[src/rtl/word_ser_pkg.sv]
package word_ser_pkg;

  typedef enum logic {
    SH_IDLE = 1'b0,
    SH_RUN  = 1'b1
  } sh_state_e;

endpackage

[src/rtl/word_capture.sv]
module word_capture #(
  parameter int WORD_W = 10
) (
  input  logic              clk_i,
  input  logic              rst_ni,
  input  logic              word_clk_i,
  input  logic [WORD_W-1:0] word_i,
  input  logic              take_i,
  output logic [WORD_W-1:0] hold_o,
  output logic              full_o
);

  logic              word_clk_q;
  logic              rise;
  logic [WORD_W-1:0] hold_q;
  logic              full_q;

  assign rise = word_clk_i & ~word_clk_q;

  always_ff @(posedge clk_i or negedge rst_ni) begin
    if (!rst_ni) begin
      word_clk_q <= 1'b0;
      hold_q     <= '0;
      full_q     <= 1'b0;
    end else begin
      word_clk_q <= word_clk_i;
      if (rise) hold_q <= word_i;
      // a capture in the same cycle as a take refills the holding slot
      if (rise)        full_q <= 1'b1;
      else if (take_i) full_q <= 1'b0;
    end
  end

  assign hold_o = hold_q;
  assign full_o = full_q;

endmodule

[src/rtl/bit_shifter.sv]
module bit_shifter
  import word_ser_pkg::*;
#(
  parameter int WORD_W = 10
) (
  input  logic              clk_i,
  input  logic              rst_ni,
  input  logic              tick_i,
  input  logic              full_i,
  input  logic [WORD_W-1:0] hold_i,
  output logic              take_o,
  output logic              serial_o
);

  localparam int CNT_W = (WORD_W > 1) ? $clog2(WORD_W) : 1;
  localparam logic [CNT_W-1:0] LAST_IDX = CNT_W'(WORD_W - 1);

  sh_state_e         state_q;
  logic [CNT_W-1:0]  cnt_q;
  logic [WORD_W-1:0] sreg_q;
  logic              last;

  assign last   = (state_q == SH_IDLE) || (cnt_q == LAST_IDX);
  assign take_o = tick_i & last & full_i;

  always_ff @(posedge clk_i or negedge rst_ni) begin
    if (!rst_ni) begin
      state_q <= SH_IDLE;
      cnt_q   <= '0;
      sreg_q  <= '0;
    end else if (tick_i) begin
      if (last) begin
        cnt_q <= '0;
        if (full_i) begin
          sreg_q  <= hold_i;
          state_q <= SH_RUN;
        end else begin
          sreg_q  <= '0;
          state_q <= SH_IDLE;
        end
      end else begin
        sreg_q <= {1'b0, sreg_q[WORD_W-1:1]};
        cnt_q  <= cnt_q + 1'b1;
      end
    end
  end

  assign serial_o = sreg_q[0];

endmodule

[src/rtl/wrap_mux.sv]
module wrap_mux (
  input  logic wrap_i,
  input  logic serial_i,
  output logic line_p_o,
  output logic line_n_o,
  output logic loop_o
);

  logic line_val;

  always_comb begin
    line_val = wrap_i ? 1'b1 : serial_i;
    loop_o   = wrap_i ? serial_i : 1'b0;
  end

  assign line_p_o = line_val;
  assign line_n_o = ~line_val;

endmodule

[src/rtl/word_serializer.sv]
module word_serializer #(
  parameter int WORD_W = 10
) (
  input  logic              clk_i,
  input  logic              rst_ni,
  input  logic              bit_tick_i,
  input  logic              word_clk_i,
  input  logic [WORD_W-1:0] word_i,
  input  logic              wrap_i,
  output logic              line_p_o,
  output logic              line_n_o,
  output logic              loop_o
);

  logic [WORD_W-1:0] hold;
  logic              full;
  logic              take;
  logic              serial_bit;

  word_capture #(.WORD_W(WORD_W)) u_capture (
    .clk_i      (clk_i),
    .rst_ni     (rst_ni),
    .word_clk_i (word_clk_i),
    .word_i     (word_i),
    .take_i     (take),
    .hold_o     (hold),
    .full_o     (full)
  );

  bit_shifter #(.WORD_W(WORD_W)) u_shifter (
    .clk_i    (clk_i),
    .rst_ni   (rst_ni),
    .tick_i   (bit_tick_i),
    .full_i   (full),
    .hold_i   (hold),
    .take_o   (take),
    .serial_o (serial_bit)
  );

  wrap_mux u_mux (
    .wrap_i   (wrap_i),
    .serial_i (serial_bit),
    .line_p_o (line_p_o),
    .line_n_o (line_n_o),
    .loop_o   (loop_o)
  );

endmodule

[config.mk]
export PLATFORM = sky130hd
export DESIGN_NAME = word_serializer
export DESIGN_NICKNAME = d
export VERILOG_FILES = /design/src/rtl/word_ser_pkg.sv /design/src/rtl/word_capture.sv /design/src/rtl/bit_shifter.sv /design/src/rtl/wrap_mux.sv /design/src/rtl/word_serializer.sv
export SDC_FILE = /design/constraint.sdc
export NUM_CORES = 1
export LEC_CHECK = 0
export ABC_AREA = 1
export BUFFER_PORTS_ARGS = -buffer_cell sky130_fd_sc_hd__buf_2
export CAP_MARGIN = 20
export CORE_ASPECT_RATIO = 0.5
export CORE_UTILIZATION = 45
export DETAILED_ROUTE_END_ITERATION = 7
export PLACE_DENSITY = 0.64
export SLEW_MARGIN = 15
export SYNTH_ARGS = -nofsm -noshare
export SYNTH_HDL_FRONTEND = slang
export SYNTH_SLANG_ARGS = --single-unit
export TNS_END_PERCENT = 10
[constraint.sdc]
create_clock -name clk_i -period 1.4 [get_ports clk_i]
set_input_delay 0.07 -clock clk_i [delete_from_list [all_inputs] [get_ports clk_i]]
set_output_delay 0.07 -clock clk_i [all_outputs]
set_load 0.03 [all_outputs]
==> run summary, run 1 <==
The worst slew margin relative to its limit is 60.6%. The summed instance area of the synthesized netlist came out at 1330 um2. The count of final hold-check violations came out at 0.

The overall power consumption came out at 2.10 mW. The slew at the pin closest to its max-slew limit is 592 ps. The register area share after synthesis came out at 50.9%. The antenna diode instance count came out at 0. The worst clock skew on the final layout came out at 2.79 ps. When the netlist entered floorplanning its net count stood at 178. For this design the top-level I/O count stands at 18. The Yosys warning count is 0. The worst-case clock buffer depth came out at 2.

The total overflow left after global routing is 0. The worst hold path belongs to the class in2reg. The initial antenna violation count came to 0.

The first-pass iteration count of the detailed router is 4. On the critical path, the stage with the largest delay is an instance of dfrtp_1. The clock root buffer master is clkbuf_8. In this run the worst path has a maximum fanout of 14. The max-slew violation count came out at 0. The max-cap violation count is 0. The final critical path takes up 90.4% of the cycle. The required time of the worst setup path is 1600 ps.

The total number of H-tree levels is 1. The die covers 3180 um2. The total area inside the core boundary comes to 2700 um2.

The total power per unit cell area came out at 1420 nW/um2. The signal on the critical path passes through ha_1 > nand3_4 > nand2_4 > nand2_1 > inv_1 > nor2_1. The via density per instance is 4.94.

The number of buffers and inverters on the critical path is 1. In the routed design, unresolved DRC markers number 0. The later-pin clock latency in the skew report came out at 270 ps.

The placement-stage worst setup slack came out at 152 ps. The number of failing setup endpoints in the final timing report came out at 0. The placed wire-length estimate after detailed placement came out at 1680 um. Across the whole layout, storage elements account for 676 um2. The via count is 1,052. The starting utilization of the core area is 49.1%. The pin count of the biggest net entering global routing is 28. The post-layout net count is 194. The worst IR drop on VDD is 608 uV.

The number of rows created at floorplan came out at 13. The relative area change from synthesis to final layout came out at 10.9%. The post-route standard cell area excluding fillers came out at 1470 um2. The final antenna-violating net count is 0. Clock-pin slew was measured on the worst setup and hold paths at 90 ps. The slack of the critical path is 135 ps. Counting the buffers created by CTS gives 3. Global routing used 18.1% of the available tracks.

The endpoint kind of the worst setup timing path is a register. For this block, the routed nets add up to 2390 um of wire. TritonCTS built the clock tree. After clock tree synthesis, the repair step resized 0 gates. The floorplan step set the die width to 78.8 um. Each instance of the synthesized netlist takes up on average 8.24 um2. The count of buffers added by post-CTS timing repair for setup is 0.

STA classifies the critical path startpoint as a register. For this design, the sink count on the clock tree is 27. In the final routed layout, each cell accounts on average for 11.2 um. The combined area of the multi-input logic cells came out at 526 um2. The via count of the first global-routing pass is 870. The number of buffer cells added on primary ports came out at 17. The delay of the slowest cell on the worst path is 440 ps. The final design utilization is 54.5%.

In the final layout, the share of cells above drive strength 1 is 15.3%. Grouping stages by cell kind, the critical path spends the most delay in simple AND/OR/NAND/NOR gates. Based on the critical path, the design can be clocked at up to 791 MHz. The shortest clock period the worst path allows after layout is 1270 ps. Setup repair after global routing left no endpoint under its margin. Synthesis produced a netlist whose cell count is 161. The leakage dissipation came out at 0.818 nW.

Summing all placed instances gives a cell area of 1420 um2. The setup path with the least slack is of type reg2reg. The global placer's final weighted congestion came out at 0.742.

The total of flip-flops plus latches after synthesis is 27. The run finished with clean final reports. The filler cells instantiated in the layout total 263. The number of distinct standard cells referenced by the synthesized netlist came out at 18.

The setup TNS is 0 ps. The number of DRC markers in iteration 0 is 92. At the worst endpoint, the arrival time is 1470 ps. The first global-routing pass estimated 4120 um of wire. The die span in y is 40.4 um.
[where the power goes]
part           leakage, nW  switching (mW)  internal, mW  total [mW]
Sequential           0.347           0.184         0.961        1.14
Combinational        0.445           0.316         0.198       0.514
Clock               0.0255           0.237         0.199       0.437
Total                0.818           0.737          1.36        2.10
[layout make-up]
type	count	share of cell area [%]
clock inverter	1	0.340
timing repair buffer	21	7.99
multi-input combinational	108	35.7
sequential	27	45.9
inverter	16	4.08
clock buffer	3	2.81
tap	37	3.15
[metrics by stage]
| step | instances | hold slack, ps |
|---|---|---|
| after floorplan | 161 | -226 |
| after global placement | 208 | 113 |
| after detailed placement | 208 | 116 |
| after CTS | 213 | 6.77 |
| after global routing | 213 | 19.6 |
| final | 213 | 19.0 |
[placed cells by master (no fill, tap or decap), drive strengths merged]
| cell | count |
|---|---|
| clkbuf | 3 |
| nand3 | 30 |
| or2 | 1 |
| inv | 16 |
| nand3b | 1 |
| clkinv | 1 |
| dlygate4sd3 | 1 |
| o22ai | 1 |
| o21bai | 1 |
| buf | 20 |
| nand4 | 9 |
| xor2 | 1 |
| ha | 2 |
| dfrtp | 27 |
| nor2 | 5 |
| nand2 | 57 |
[layer usage]
layer  track usage [%]  vias to the layer above  wire length, um
li1                  -                      544                -
met1              26.1                      469             1270
met2              26.5                       37              976
met3              6.14                        2              134
met4              2.78                        0                8
met5                 0                        -                0
[final timing paths]
path / endpoint / start / cells past startpoint / slack [ps]
max: u_shifter.cnt_q[3] / u_shifter.cnt_q[0] / 6 / 130
min: u_capture.word_clk_q / word_clk_i / 1 / 20
max reg2reg: u_shifter.cnt_q[3] / u_shifter.cnt_q[0] / 6 / 130
min reg2reg: u_capture.hold_o[8] / u_capture.hold_o[8] / 2 / 480
max in group asynchronous: u_shifter.cnt_q[3] / rst_ni / 2 / 690
min in group asynchronous: u_capture.word_clk_q / rst_ni / 2 / 330
[registers in the layout, indices dropped and copies added, names as in the netlist]
register / flops
u_shifter.state_q: 1
u_shifter.cnt_q: 4
u_capture.full_o: 1
u_capture.word_clk_q: 1
u_shifter.sreg_q: 10
u_capture.hold_o: 10
[repair_timing]
item	in CTS	in global routing
hold buffers	1	0
hold endpoints to repair	27	0
setup endpoints to repair	0	0
[synthesized netlist by cell type (all sizes together)]
cell | number | share of area [%]
nand2 | 57 | 17
nand3 | 30 | 13
dfrtp | 27 | 51
inv | 16 | 4.5
buf | 10 | 4.9
nand4 | 9 | 4.2
nor2 | 5 | 1.4
ha | 2 | 1.9
nand3b | 1 | 0.57
o21bai | 1 | 0.57
o22ai | 1 | 0.47
or2 | 1 | 0.47
xor2 | 1 | 0.66
[kinds of logic (layout without fill, tap and decap cells)]
group	after synthesis	count (layout)	share of synthesized area, %
AO/OA/AOI/OAI	2	2	1.04
buffers and inverters	26	41	9.43
AND/OR/NAND/NOR	103	103	36.0
adder cells (fa/ha/maj)	2	2	1.89
flip-flops	27	27	50.9
XOR/XNOR	1	1	0.660
No activity file was read; power rests on OpenSTA's default activity.
==> run 2: changes to the inputs <==
--- a/config.mk
+++ b/config.mk
@@ -11,6 +11,7 @@
 export CORE_ASPECT_RATIO = 0.5
 export CORE_UTILIZATION = 45
 export DETAILED_ROUTE_END_ITERATION = 7
+export GPL_TIMING_DRIVEN = 0
 export PLACE_DENSITY = 0.64
 export SLEW_MARGIN = 15
 export SYNTH_ARGS = -nofsm -noshare
==> run summary, run 2 (synthesized netlist as in run 1, its figures left out) <==
The highest routed metal layer is met4 (unchanged). The global-route wire length before repair is 4020 um (was 4120 um). The via count is 1,050 (was 1,052). The post-detailed-route DRC marker count is 0 (unchanged).

The die area came out at 3180 um2 (unchanged). RSZ-0062 raised after global routing: no (unchanged). The count of buffers added by post-CTS timing repair for setup is 0 (unchanged). The starting utilization of the core area came out at 49.1% (unchanged).

The number of buffer cells added on primary ports is 16 (was 17). The worst clock skew on the final layout came out at 5.03 ps (was 2.79 ps). The type of element launching the critical path was a register (unchanged). The ratio of cells with drive above 1 in the final layout came out at 18.0% (was 15.3%). The overall global routing resource usage came to 17.7% (was 18.1%). The arrival time at the worst endpoint came to 1460 ps (was 1470 ps). The relative area change from synthesis to final layout is 14.5% (was 10.9%).

The later-pin clock latency in the skew report came to 270 ps (about the same). The via count of the first global-routing pass is 887 (was 870). The cell count of the worst reg-to-reg path came to 6 (unchanged).

The slew at the pin closest to its max-slew limit came out at 598 ps (was 592 ps). The total wirelength of the detailed-routed design came to 2400 um (was 2390 um). The worst slew margin relative to its limit came out at 60.1% (was 60.6%). Status: complete, no violations (unchanged).

The sequential standard cell area is 677 um2 (was 676 um2). The maximum clock frequency came out at 766 MHz (was 791 MHz). The leakage dissipation is 0.844 nW (was 0.818 nW).

The endpoint kind of the worst setup timing path was a register (unchanged). The count of final hold-check violations came out at 0 (unchanged). The max-cap violation count is 0 (unchanged).

The required time of the worst setup path was 1560 ps (was 1600 ps). The overall power consumption was 2.15 mW (was 2.10 mW). The horizontal extent of the die came out at 78.8 um (unchanged). The worst IR drop on VDD is 736 uV (was 608 uV). The initial antenna violation count is 0 (unchanged).

The cell depth of the worst min-delay path came out at 3 (was 1). The placed wire-length estimate after detailed placement came to 1730 um (was 1680 um). The wire length on met1 is 1330 um (was 1270 um). The die span in y is 40.4 um (unchanged). The post-layout net count is 201 (was 194). The type of the worst setup path is reg2reg (unchanged). Most frequent cells in the layout: 56 x nand2_1, 28 x nand3_1, 26 x dfrtp_1, 23 x buf_2, 16 x inv_1 (was 56 x nand2_1, 28 x nand3_1, 27 x dfrtp_1, 17 x buf_2, 16 x inv_1).

The global placer's final weighted congestion was 0.733 (was 0.742). The final routed wire length divided by cell count is 10.9 um (was 11.2 um). The clock tree from TritonCTS is built (unchanged).

The final antenna-violating net count came to 0 (unchanged). The clock root buffer master is clkbuf_8 (unchanged). The setup TNS came out at 0 ps (unchanged). The most common library cell in the layout ignoring fill and taps is nand2_1 (unchanged).

The number of failing setup endpoints in the final timing report was 0 (unchanged). The total power per unit cell area came to 1420 nW/um2 (about the same). The classification of the worst-slack hold path is in2reg (unchanged). The pin count of the biggest net entering global routing is 28 (unchanged).

The total CTS buffers came out at 3 (unchanged). The core area was 2700 um2 (unchanged). The number of filler cells placed in the layout came to 285 (was 263). The final cycle utilization of the critical path is 93.2% (was 90.4%). The routed length on met2 is 964 um (was 976 um). The met3 layer wire length in the routed design came out at 87 um (was 134 um).

The max-slew violation count came out at 0 (unchanged). The number of top-level design ports is 18 (unchanged). The clock-pin slew on the worst setup and hold paths is 90 ps (about the same).

The combined area of the multi-input logic cells is 526 um2 (unchanged). The via density per instance was 4.77 (was 4.94). The worst-case clock buffer depth was 2 (unchanged). The number of clock sinks came out at 27 (unchanged). The overall overflow remaining after global route is 0 (unchanged). The total number of H-tree levels is 1 (unchanged).

The number of DRC markers in iteration 0 is 57 (was 92). The antenna diode instance count came out at 0 (unchanged). The number of rows created at floorplan is 13 (unchanged). The first-pass iteration count of the detailed router came to 4 (unchanged). The maximum fanout count along the critical path is 10 (was 14).

The shortest clock period the worst path allows after layout came out at 1300 ps (was 1270 ps).
-- run 2: final cells by class --
| type | count | area share, % |
|---|---|---|
| clock buffers | 4 | 2.97 |
| well taps | 37 | 3.05 |
| plain buffers | 10 | 4.28 |
| inverters | 16 | 3.95 |
| repair buffers | 18 | 6.59 |
| flip-flops and latches | 27 | 44.6 |
| multi-input cells | 108 | 34.6 |
-- run 2: routing by layer --
layer | global-route usage [%] | vias to the layer above
met5 | 0 | -
met4 | 4.63 | 0
met3 | 5.91 | 2
met2 | 27.8 | 23
met1 | 23.8 | 467
li1 | - | 558
-- run 2: path summary, 6_finish.rpt --
check,end,slack (ps),start
worst min-delay path,u_capture.hold_o[5],40,word_i[5]
max in group asynchronous,u_shifter.cnt_q[0],640,rst_ni
worst min register to register,u_capture.hold_o[2],470,u_capture.hold_o[2]
worst max-delay path,u_shifter.sreg_q[3],100,u_shifter.cnt_q[0]
min in group asynchronous,u_shifter.sreg_q[8],340,rst_ni
worst max register to register,u_shifter.sreg_q[3],100,u_shifter.cnt_q[0]
-- run 2: critical path, cell delays in order (launching register included) --
cell,delay (ps)
dfrtp_2,450
ha_1,240
nand3_4,130
nand2_4,80
buf_6,150
nand3_1,70
nand3_1,70
-- run 2: where the power goes --
| group | switching, mW | leakage, nW | internal (mW) |
|---|---|---|---|
| combinational | 0.380 | 0.476 | 0.251 |
| sequential | 0.125 | 0.346 | 0.965 |
| clock | 0.228 | 0.0228 | 0.204 |
| total | 0.733 | 0.844 | 1.42 |
-- run 2: through the flow --
stage	worst slack, ps	util [%]	area (um2)	hold WS, ps	cells
2_1_floorplan	199	-	1330	-226	161
3_3_place_gp	86.0	53.8	1450	110	214
3_5_place_dp	64.8	53.8	1450	114	214
4_1_cts	47.1	56.2	1520	32.4	220
5_1_grt	3.80	56.3	1520	42.2	220
6_report	95.3	56.3	1520	36.0	220
-- run 2: what timing repair did --
item                                    4_1_cts  5_1_grt
hold endpoints to repair                     28        0
hold buffers                                  2        0
gates resized for setup                       0        1
endpoints found under the setup margin        0        8
==> run 3: changes to the inputs <==
--- a/config.mk
+++ b/config.mk
@@ -8,11 +8,13 @@
 export ABC_AREA = 1
 export BUFFER_PORTS_ARGS = -buffer_cell sky130_fd_sc_hd__buf_2
 export CAP_MARGIN = 20
+export CELL_PAD_IN_SITES_DETAIL_PLACEMENT = 1
+export CELL_PAD_IN_SITES_GLOBAL_PLACEMENT = 2
 export CORE_ASPECT_RATIO = 0.5
-export CORE_UTILIZATION = 45
+export CORE_UTILIZATION = 33
 export DETAILED_ROUTE_END_ITERATION = 7
 export GPL_TIMING_DRIVEN = 0
-export PLACE_DENSITY = 0.64
+export PLACE_DENSITY = 0.76
 export SLEW_MARGIN = 15
 export SYNTH_ARGS = -nofsm -noshare
 export SYNTH_HDL_FRONTEND = slang
==> run summary, run 3 (synthesized netlist as in run 1, its figures left out) <==
The classification of the worst-slack hold path is in2reg (unchanged). The setup TNS is 0 ps (unchanged). The number of filler cells placed in the layout is 457 (was 285).

The worst-case clock buffer depth is 2 (unchanged). The via density per instance came to 4.69 (was 4.77). The placement-stage cell area came out at 1470 um2 (was 1450 um2). The worst setup slack for register-to-register paths came out at 160 ps (was 100 ps). The post-cts resize count came to 0 (unchanged). The number of top-level design ports is 18 (unchanged). The cell count of the worst reg-to-reg path is 6 (unchanged). The type of the worst setup path is reg2reg (unchanged). The max-cap violation count is 0 (unchanged). The clock root buffer master is clkbuf_8 (unchanged). The post-layout net count was 202 (was 201).

The starting utilization of the core area came out at 36.4% (was 49.1%). Status: complete, no violations (unchanged). RSZ-0062 raised after global routing: no (unchanged). The fraction of met2 tracks used by global routing is 26.9% (was 27.8%). The switching power share of the total is 35.5% (was 34.0%).

Most frequent cells in the layout: 56 x nand2_1, 28 x nand3_1, 27 x dfrtp_1, 23 x buf_2, 16 x inv_1 (was 56 x nand2_1, 28 x nand3_1, 26 x dfrtp_1, 23 x buf_2, 16 x inv_1). The maximum fanout count along the critical path came to 10 (unchanged). The relative area change from synthesis to final layout came to 16.3% (was 14.5%). The total wirelength of the detailed-routed design is 2980 um (was 2400 um).

The start point of the critical path is u_shifter.cnt_q[0] (unchanged). The net switching power was 779 uW (was 733 uW). The post-route standard cell area excluding fillers is 1540 um2 (was 1520 um2). The maximum clock frequency came to 804 MHz (was 766 MHz). The sequential standard cell area came to 676 um2 (was 677 um2). The horizontal extent of the die is 91.7 um (was 78.8 um).

The overall overflow remaining after global route was 0 (unchanged). The type of element launching the critical path was a register (unchanged). The worst hold path endpoint was u_capture.hold_o[6] (was u_capture.hold_o[5]). The number of failing setup endpoints in the final timing report is 0 (unchanged).

The number of DRC markers in iteration 0 is 50 (was 57). The global placer's final weighted congestion came out at 0.691 (was 0.733). The initial antenna violation count came out at 0 (unchanged). The number of clock sinks came out at 27 (unchanged). The cell depth of the worst min-delay path came out at 3 (unchanged). The first-pass iteration count of the detailed router came to 4 (unchanged). The end of the worst register-to-register path is u_shifter.sreg_q[4] (was u_shifter.sreg_q[3]).

The sequential share of power is 49.6% (was 50.6%). The most heavily used metal layer in global routing is met2 (unchanged). The total number of H-tree levels came out at 1 (unchanged). The worst hold path startpoint was word_i[6] (was word_i[5]). The fraction of met1 tracks used by global routing came to 21.3% (was 23.8%).

The most common library cell in the layout ignoring fill and taps is nand2_1 (unchanged). The via count of the first global-routing pass came out at 1,060 (was 887). The worst clock skew on the final layout is 5.33 ps (was 5.03 ps).

The die area is 4290 um2 (was 3180 um2). The share of power burned in combinational logic is 30.0% (was 29.3%). The final cycle utilization of the critical path is 88.8% (was 93.2%). The post-detailed-route DRC marker count came out at 0 (unchanged). The clock tree from TritonCTS was built (unchanged). The later-pin clock latency in the skew report is 280 ps (was 270 ps). The cell-internal power came out at 1.42 mW (about the same).

The pin count of the biggest net entering global routing came out at 28 (unchanged). The combined area of the multi-input logic cells is 526 um2 (unchanged). The ratio of cells with drive above 1 in the final layout is 17.9% (was 18.0%). The final antenna-violating net count came out at 0 (unchanged).

The required time of the worst setup path came out at 1570 ps (was 1560 ps). The final routed wire length divided by cell count is 12.7 um (was 10.9 um). The max-slew violation count came out at 0 (unchanged).

The part of the power in the clock network came out at 20.5% (was 20.1%). The overall global routing resource usage came out at 15.8% (was 17.7%). The met3 usage in global routing is 3.88% (was 5.91%). The slew at the pin closest to its max-slew limit came out at 618 ps (was 598 ps). The die span in y came to 46.8 um (was 40.4 um). The total CTS buffers is 3 (unchanged).

The number of rows created at floorplan came to 15 (was 13). The count of final hold-check violations came to 0 (unchanged). The arrival time at the worst endpoint came out at 1410 ps (was 1460 ps). The antenna diode instance count came out at 0 (unchanged). The core area was 3640 um2 (was 2700 um2).

The endpoint kind of the worst setup timing path is a register (unchanged). The source of the worst register-to-register timing path is u_shifter.cnt_q[0] (unchanged). The via count is 1,101 (was 1,050). The worst slew margin relative to its limit came out at 58.8% (was 60.1%). The leakage dissipation came out at 0.849 nW (was 0.844 nW). The global-route wire length before repair is 5110 um (was 4020 um).

The clock-pin slew on the worst setup and hold paths came out at 90 ps (about the same). The total power per unit cell area came out at 1420 nW/um2 (about the same). The worst IR drop on VDD is 362 uV (was 736 uV). The shortest clock period the worst path allows after layout came out at 1240 ps (was 1300 ps). The number of buffer cells added on primary ports came out at 16 (unchanged).

The placed wire-length estimate after detailed placement is 2180 um (was 1730 um).
[run 3: changes by cell type in the layout (fill, tap and decap cells not counted)]
| cell | before | now |
|---|---|---|
| dfrtp_2 | 1 | 0 |
| dfrtp_1 | 26 | 27 |
| buf_4 | 1 | 2 |
[run 3: power by group through the flow]
| stage | registers, mW | clock network (mW) | logic (mW) |
|---|---|---|---|
| 4_1_cts | 1.09 | 0.470 | 0.671 |
| 2_1_floorplan | 1.07 | 0 | 0.496 |
| 3_5_place_dp | 1.11 | 0 | 0.664 |
| 5_1_grt | 1.11 | 0.500 | 0.750 |
| 3_3_place_gp | 1.10 | 0 | 0.643 |
| 6_report | 1.09 | 0.450 | 0.659 |
[run 3: final cells by class]
class                   instances  area share, %
well taps                      51           4.14
inverters                      16           3.89
clock buffers                   4           2.92
plain buffers                  10           4.22
repair buffers                 19           6.97
flip-flops and latches         27           43.8
multi-input cells             108           34.1
[run 3: worst max-delay path: stages, from the launching register on]
cell and delay [ps]:
dfrtp_1 430, ha_1 260, nand3_4 80, nand2_4 70
buf_6 140, nand3_1 80, nand3_1 70
[run 3: metrics by stage]
stage | setup WS [ps] | power [mW] | cells | util (%) | hold WS [ps]
2_1_floorplan | 199 | 1.57 | 161 | - | -226
3_3_place_gp | 68.4 | 1.74 | 228 | 40.4 | 120
3_5_place_dp | 48.5 | 1.77 | 228 | 40.4 | 123
4_1_cts | 24.7 | 2.23 | 234 | 42.2 | 17.4
5_1_grt | 71.8 | 2.36 | 235 | 42.4 | 24.1
6_report | 156 | 2.20 | 235 | 42.4 | 20.9
[run 3: worst max-delay path by stage]
stage	to	slack [ps]	cells past startpoint
floorplan	u_shifter.sreg_q[3]	200	6
global placement	u_shifter.sreg_q[7]	70	6
detailed placement	u_shifter.sreg_q[4]	50	7
CTS	u_shifter.sreg_q[4]	20	7
global route	u_shifter.sreg_q[4]	70	7
finish	u_shifter.sreg_q[4]	160	6
[run 3: routing by layer]
metal  share of wire [%]  vias to the layer above
li1                    -                      561
met3                 4.3                        0
met2                  46                       28
met4                   0                        0
met1                  50                      512
met5                   0                        -
[run 3: timing repair]
item                       in CTS  in global routing
setup endpoints to repair       0                 13
buffers inserted                0                  1
hold endpoints to repair       28                  0
hold buffers                    2                  0
